==> src/rtl/psm_pkg.sv <==
// Package: shared constants and the phase ring arithmetic.
// Assumes the phase code is PHASE_W bits wide and that code 0 is outside the ring.
package psm_pkg;
    localparam int PHASE_W = 2;

    // Ring successor of a nonzero code: the code counts upward and wraps from all-ones back to 1.
    function automatic logic [PHASE_W-1:0] phase_succ(input logic [PHASE_W-1:0] c);
        return (c == '1) ? PHASE_W'(1) : PHASE_W'(c + 1'b1);
    endfunction

    // True when cur correctly follows prev on the ring.
    function automatic logic phase_step_ok(input logic [PHASE_W-1:0] prev,
                                           input logic [PHASE_W-1:0] cur);
        return (prev != '0) && (cur != '0) && (cur == phase_succ(prev));
    endfunction
endpackage

==> src/rtl/psm_history.sv <==
// Module: a DEPTH-deep shift register of phase samples, packed with the newest at the MSB.
// Assumes a synchronous active-low reset that clears every slot to 0.
module psm_history #(
    parameter int DEPTH  = 4,
    localparam int PW     = psm_pkg::PHASE_W,
    localparam int STAT_W = DEPTH * PW
) (
    input  logic              clk,
    input  logic              rst_n,
    input  logic [PW-1:0]     sample,
    output logic [PW-1:0]     newest,
    output logic [STAT_W-1:0] packed_hist
);
    logic [PW-1:0] slot [DEPTH];

    // Shift all slots by one position on every edge.
    always_ff @(posedge clk) begin
        if (!rst_n) begin
            for (int i = 0; i < DEPTH; i++) slot[i] <= '0;
        end else begin
            slot[0] <= sample;
            for (int i = 1; i < DEPTH; i++) slot[i] <= slot[i-1];
        end
    end

    // Pack the slots: slot 0 (newest) goes to the top of the byte.
    for (genvar g = 0; g < DEPTH; g++) begin : g_pack
        assign packed_hist[STAT_W-1-g*PW -: PW] = slot[g];
    end

    assign newest = slot[0];
endmodule

==> src/rtl/psm_lock_tracker.sv <==
// Module: counts consecutive correct ring transitions and asserts the lock once the count reaches LOCK_RUN.
// Assumes prev is the sample registered at the previous edge (0 right after reset).
module psm_lock_tracker #(
    parameter int LOCK_RUN = 3,
    localparam int PW    = psm_pkg::PHASE_W,
    localparam int RUN_W = $clog2(LOCK_RUN + 1)
) (
    input  logic          clk,
    input  logic          rst_n,
    input  logic [PW-1:0] sample,
    input  logic [PW-1:0] prev,
    output logic          locked
);
    logic [RUN_W-1:0] run_q;
    logic [RUN_W-1:0] run_d;

    // Next count: extend on a correct step and saturate; any other sample restarts the count.
    always_comb begin
        if (psm_pkg::phase_step_ok(prev, sample)) begin
            run_d = (run_q == RUN_W'(LOCK_RUN)) ? run_q : RUN_W'(run_q + 1'b1);
        end else begin
            run_d = '0;
        end
    end

    // Register the run length.
    always_ff @(posedge clk) begin
        if (!rst_n) run_q <= '0;
        else        run_q <= run_d;
    end

    assign locked = (run_q == RUN_W'(LOCK_RUN));
endmodule

==> src/rtl/psm_loss_flag.sv <==
// Module: sticky loss-of-sync flag, set by a zero sample while locked and cleared by a pulse.
// Assumes locked is the state before the current edge; a set wins over a clear at the same edge.
module psm_loss_flag #(
    localparam int PW = psm_pkg::PHASE_W
) (
    input  logic          clk,
    input  logic          rst_n,
    input  logic [PW-1:0] sample,
    input  logic          locked,
    input  logic          clr,
    output logic          flag
);
    logic set_evt;

    // A loss is a zero code arriving while the ring was locked.
    assign set_evt = locked && (sample == '0);

    // Hold, set or clear the flag.
    always_ff @(posedge clk) begin
        if (!rst_n)       flag <= 1'b0;
        else if (set_evt) flag <= 1'b1;
        else if (clr)     flag <= 1'b0;
    end
endmodule

==> src/rtl/phase_sync_monitor.sv <==
// Module: top of the phase synchronization monitor. Samples the phase code every edge and
// exposes the packed history, the lock state and the sticky loss flag.
// Assumes phase_in is synchronous to clk.
module phase_sync_monitor #(
    parameter int DEPTH    = 4,
    parameter int LOCK_RUN = 3
) (
    input  logic                                   clk,
    input  logic                                   rst_n,
    input  logic [psm_pkg::PHASE_W-1:0]            phase_in,
    input  logic                                   lost_clr,
    output logic [DEPTH*psm_pkg::PHASE_W-1:0]      hist_byte,
    output logic                                   locked,
    output logic                                   sync_lost
);
    localparam int PW = psm_pkg::PHASE_W;

    logic [PW-1:0] newest;

    psm_history #(.DEPTH(DEPTH)) u_hist (
        .clk         (clk),
        .rst_n       (rst_n),
        .sample      (phase_in),
        .newest      (newest),
        .packed_hist (hist_byte)
    );

    psm_lock_tracker #(.LOCK_RUN(LOCK_RUN)) u_lock (
        .clk    (clk),
        .rst_n  (rst_n),
        .sample (phase_in),
        .prev   (newest),
        .locked (locked)
    );

    psm_loss_flag u_loss (
        .clk    (clk),
        .rst_n  (rst_n),
        .sample (phase_in),
        .locked (locked),
        .clr    (lost_clr),
        .flag   (sync_lost)
    );
endmodule

==> config.mk <==
export PLATFORM = sky130hd
export DESIGN_NAME = phase_sync_monitor
export DESIGN_NICKNAME = d
export VERILOG_FILES = /design/src/rtl/psm_pkg.sv /design/src/rtl/psm_history.sv /design/src/rtl/psm_lock_tracker.sv /design/src/rtl/psm_loss_flag.sv /design/src/rtl/phase_sync_monitor.sv
export SDC_FILE = /design/constraint.sdc
export NUM_CORES = 1
export LEC_CHECK = 0
export CAP_MARGIN = 0
export CORE_AREA = 2 2 39 41
export CTS_CLUSTER_SIZE = 16
export DETAILED_ROUTE_END_ITERATION = 12
export DIE_AREA = 0 0 41 43
export GPL_ROUTABILITY_DRIVEN = 0
export HOLD_SLACK_MARGIN = 0.03
export SYNTH_ARGS = -nofsm -noshare
export SYNTH_HDL_FRONTEND = slang
export SYNTH_SLANG_ARGS = --single-unit
==> constraint.sdc <==
create_clock -name clk -period 2.76 [get_ports clk]
set_clock_uncertainty 0.05 [all_clocks]
set_input_delay 0.69 -clock clk [delete_from_list [all_inputs] [get_ports clk]]
set_output_delay 0.69 -clock clk [all_outputs]
set_load 0.01 [all_outputs]
After elaboration in Yosys (flattened, before gate mapping):

Memory sizes are Yosys's and may differ from the RTL's.
Cells that the tools add are included.

* input bits: 5
* bits in writable memories: 8
* memories kept: 1
* logic and storage cells: 29
* flip-flop bits (word level): 3

* reduce and logical (&&, ||, !) cells: 8
* multiplexer cells: 9
* bitwise gates (word level): 4
* add/subtract/negate cells: 2
* equality and inequality tests: 3

Memories
* u_hist.slot: words 4, width 2, rd ports 4, clocked after memory_dff 0, write ports 4, RTL line psm_history.sv:14 `logic [PW-1:0] slot [DEPTH];`

Operators with widths (number)
* 2-bit 2-to-1 mux: 5
* 2-bit nonzero test: 3
* 2-bit by 1-bit adder with 2-bit output, second input constant: 2
* 2-bit equality test, second input constant: 2
* 1-bit 2-to-1 mux: 4
* 1-bit OR: 4
* 1-bit logical AND: 3
* 2-bit equality test: 1
* 2-bit zero test: 1
* 2-bit AND reduction: 1

Logic depth before layout (Yosys ltp):

* word-level depth: 5
* mapped depth: 5
* gate-level depth less buffers: 5

Cells and area by module:

Synthesis repeated with hierarchy kept, for this count alone.

* cells, all modules: 37
* area, all modules: 419.2 sq um

By module, submodules not included
* psm_history: sequential area each 160.2 sq um, cells each 18, area each 225.2 sq um, instances 1
* psm_lock_tracker: sequential area each 40.0 sq um, cells each 15, area each 150.1 sq um, instances 1
* psm_loss_flag: sequential area each 20.0 sq um, cells each 4, area each 43.8 sq um, instances 1

Least setup slack after synthesis:

Ideal clock, no wire load.

* path type: register to register
* start: memory u_hist.slot[0][0] (netlist bit)
* end: register u_lock.run_q[0]
* setup slack: 1.377 ns
* data arrival time: 1.237 ns
* stages on the path, launching flop included: 6
* data required time: 2.614 ns
* clock period less this slack: 1.383 ns
* path buffers: 0
* cell sequence: dfxtp_1 > inv_1 > ha_1 > xnor2_1 > a31oi_1 > nor4b_1

RTL lines
* start: declaration: RTL line psm_history.sv:14
* end signal: assignment: RTL line psm_lock_tracker.sv:29 `else run_q <= run_d;`
* end: declaration: RTL line psm_lock_tracker.sv:14 `logic [RUN_W-1:0] run_q;`

Final worst setup path:

* start: register u_lock.run_q[0]
* end: output locked

* cells in the longest elaborated chain, start to end: 1

Ends and longest elaborated chain
* 2-bit equality test: RTL line psm_lock_tracker.sv:32 `assign locked = (run_q == RUN_W'(LOCK_RUN));`
* end: declaration: RTL line phase_sync_monitor.sv:13 `output logic locked,`

Every way passes these cells.

==> summary.txt <==
Outcome
  – Status: complete, no violations

Clock network
  – Clk buf depth: 2
  – Worst-skew pair later-pin latency: 0.25 ns
  – Post-cts sizing count: 0
  – TritonCTS Buffers: 3
  – Setup Fix Bufs, Post-CTS: 0
  – CTS tree: built
  – Hold_buf cts: 0
  – H-tree depth: 1
  – Sink Count: 11
  – Clock-pin slew on the worst setup and hold paths: 0.07 ns
  – Clk root buf: clkbuf_4

Setup path
  – Critical Path RT: between 2 and 2.5 ns
  – Critical path capture point type: output port
  – Worst-path cell chain: ha_1 -> clkdlybuf4s50_1
  – WS Path Type: flip-flop to output port
  – CP delay by family, top: buffers and inverters
  – CP max stage delay: approximately 0.56 ns
  – Critical path's slowest cell: clkdlybuf4s50_1
  – Crit Path Max Fanout: 4
  – Worst Setup Start Kind: flip-flop
  – Buf/Inv on CP: 1
  – Crit path DAT: 1.40 ns

Cells and area
  – Fin area: slightly below 600 µm²
  – ANT cells: 0
  – Area Overhead vs Synth: 44.92%
  – Net count reported at finish: between 60 and 70
  – Final core utilization: 0.4259
  – Fraction of layout cells with a size suffix above 1: 0.07407

Routing
  – Drt drc: 0
  – Via/cell ratio: 4.214
  – Wire per inst: about 8.7 µm
  – DRT Pass-1 Iters: 2
  – Routed vias: 295
  – Final WL: around 610 µm
  – Iter 0 DRT Violations: 3
  – Routed Antenna Nets: 0

Timing
  – Final setup viols: 0
  – RSZ-0062 raised after global routing: no
  – Worst-Margin Slew: 0.2691 ns
  – Slew margin rel.: 0.8200
  – Max Fclk: 467.0 MHz
  – Fin crit share: 0.7758
  – Fin. Hold Viols: 0
  – Final Slew Violations: 0
  – Setup ws final: 0.6188 ns
  – Final min period: between 2 and 2.5 ns
  – Setup TNS: 0 ns

Logic synthesis
  – Synthesized flop and latch total: 11
  – Mapped cell area: a little over 400 µm²
  – Simple-Gate Fraction of Synth Area: 0.2338
  – Xor/xnor share of the synthesized area: 0.04308
  – Yosys cell types: 15
  – Number of flops mapped to enable cells by yosys: 0
  – Avg Inst Size Synth: around 11 µm²
  – Post-synthesis compound-gate area fraction: 0.02769
  – Cell with the most instances after synthesis: dfxtp_1
  – Sequential area share after synthesis: 0.5415
  – Yosys warns: 0
  – Top cells by count, synth: 11 x dfxtp_1, 7 x and2_1, 3 x ha_1, 3 x inv_1
  – Primary FF master, synth: dfxtp_1
  – Post-synth ARST share: 0
  – Leading area contributor after synthesis: dfxtp_1
  – Post-Synthesis Cells: 37
  – Yosys top cell area share: 0.5415
  – Top cells by area, synth: dfxtp_1 54%, and2_1 11%, ha_1 9.2%
  – Adder-Cell Fraction of Synth Area: 0.09231
  – Syn Nets: 45
  – Largest family of logic cells by synthesized area: simple AND/OR/NAND/NOR gates
  – Post-synthesis mux area share: 0.02462

Floorplan
  – Die width: 41 µm
  – Area of the die: 1763 µm²
  – # rows: 14
  – CORE AREA: around 1400 µm²
  – Die height: 43 µm
  – I/O pins: 15
  – Starting Density: 0.2939

Global route
  – Largest net degree at the start of global routing: 12
  – All-Layer GR Usage: 0.08880
  – Global-route congestion overflow total: 0
  – First-pass GRT wire length: 966 µm
  – Initial antenna violation count: 0
  – Vias in the first global route: 244

Power
  – Pwr Density: 509.7 nW/µm²
  – IR drop worst, VDD: 0.2498 mV
  – Lkg Pwr: approximately 0.24 nW

Hold path
  – Min-Delay Path Class: flip-flop to flip-flop

Placed design
  – Port Buffer Count: 14
  – Post-place setup slack: 0.8751 ns
  – Cell Area, Placed: 563.0 µm²

Job
  – Total of max-cap violations: 0
[metal layers]
layer  up-vias  GRT usage  share of wire
met5         -          0              0
met4         0     0.1000          0.023
met3         2    0.03141          0.072
met2        12    0.09688           0.42
met1       127     0.1176           0.48
li1        154          -              -
[path summary, 6_finish.rpt]
path / startpoint / to / slack, ns / cells past startpoint
worst max-delay path: u_lock.run_q[0]$_SDFFE_PN0N_ / locked / 0.62 / 2
worst min-delay path: u_hist.slot[2][1]$_SDFF_PN0_ / u_hist.slot[3][1]$_SDFF_PN0_ / 0.41 / 1
worst min register to register: u_hist.slot[2][1]$_SDFF_PN0_ / u_hist.slot[3][1]$_SDFF_PN0_ / 0.41 / 1
worst max register to register: u_hist.slot[0][0]$_SDFF_PN0_ / u_lock.run_q[0]$_SDFFE_PN0N_ / 1.32 / 5
[cells by family (layout without fill, tap and decap cells)]
kind of cell | count (synthesis) | after routing
AOI/OAI and AO/OA | 2 | 2
xor gates and xnor gates | 2 | 2
adders and majority gates | 3 | 3
buffers and inverters | 4 | 21
DFF | 11 | 11
muxes | 1 | 1
and+or+nand+nor | 14 | 14
[cells in the final DEF (no fill, tap or decap), drive strengths merged]
master,n
clkdlybuf4s50,14
dfxtp,11
and2,8
clkbuf,4
inv,3
ha,3
nor4b,2
nor2b,2
xnor2,1
and4b,1
a31oi,1
xor2,1
nor2,1
a21oi,1
mux2i,1
[sequential cells by signal, indices dropped and copies added (netlist names)]
register / flops
u_lock.run_q: 2
u_hist.slot: 8
u_loss.flag: 1
[where the power goes]
part / switching (mW) / internal (mW) / total [mW]
Clock: 0.0477 / 0.0557 / 0.103
Sequential: 0.00258 / 0.163 / 0.166
Combinational: 0.0121 / 0.0189 / 0.0310
[worst register-to-register path, stage by stage (launching register included)]
cell and delay (ns):
dfxtp_1 0.38, inv_1 0.06, ha_1 0.31, xnor2_1 0.16, a31oi_1 0.12, nor4b_1 0.27
[layout make-up]
type                            count  area (µm²)
Timing Repair Buffer               14       140.1
Clock buffer                        4       26.28
Fill cell                         155       794.5
Multi-Input combinational cell     22       171.4
Tap cell                           16       20.02
Inverter                            3       11.26
Sequential cell                    11       220.2
[metrics by stage]
step,power [mW],cells,hold WS [ns]
floorplan,0.1841,37,0.4539
CTS,0.3063,70,0.4116
global placement,0.2003,66,0.3922
global route,0.3169,70,0.4348
finish,0.3004,70,0.4091
detailed placement,0.2008,66,0.3956
(Power assumes the default switching activity.)
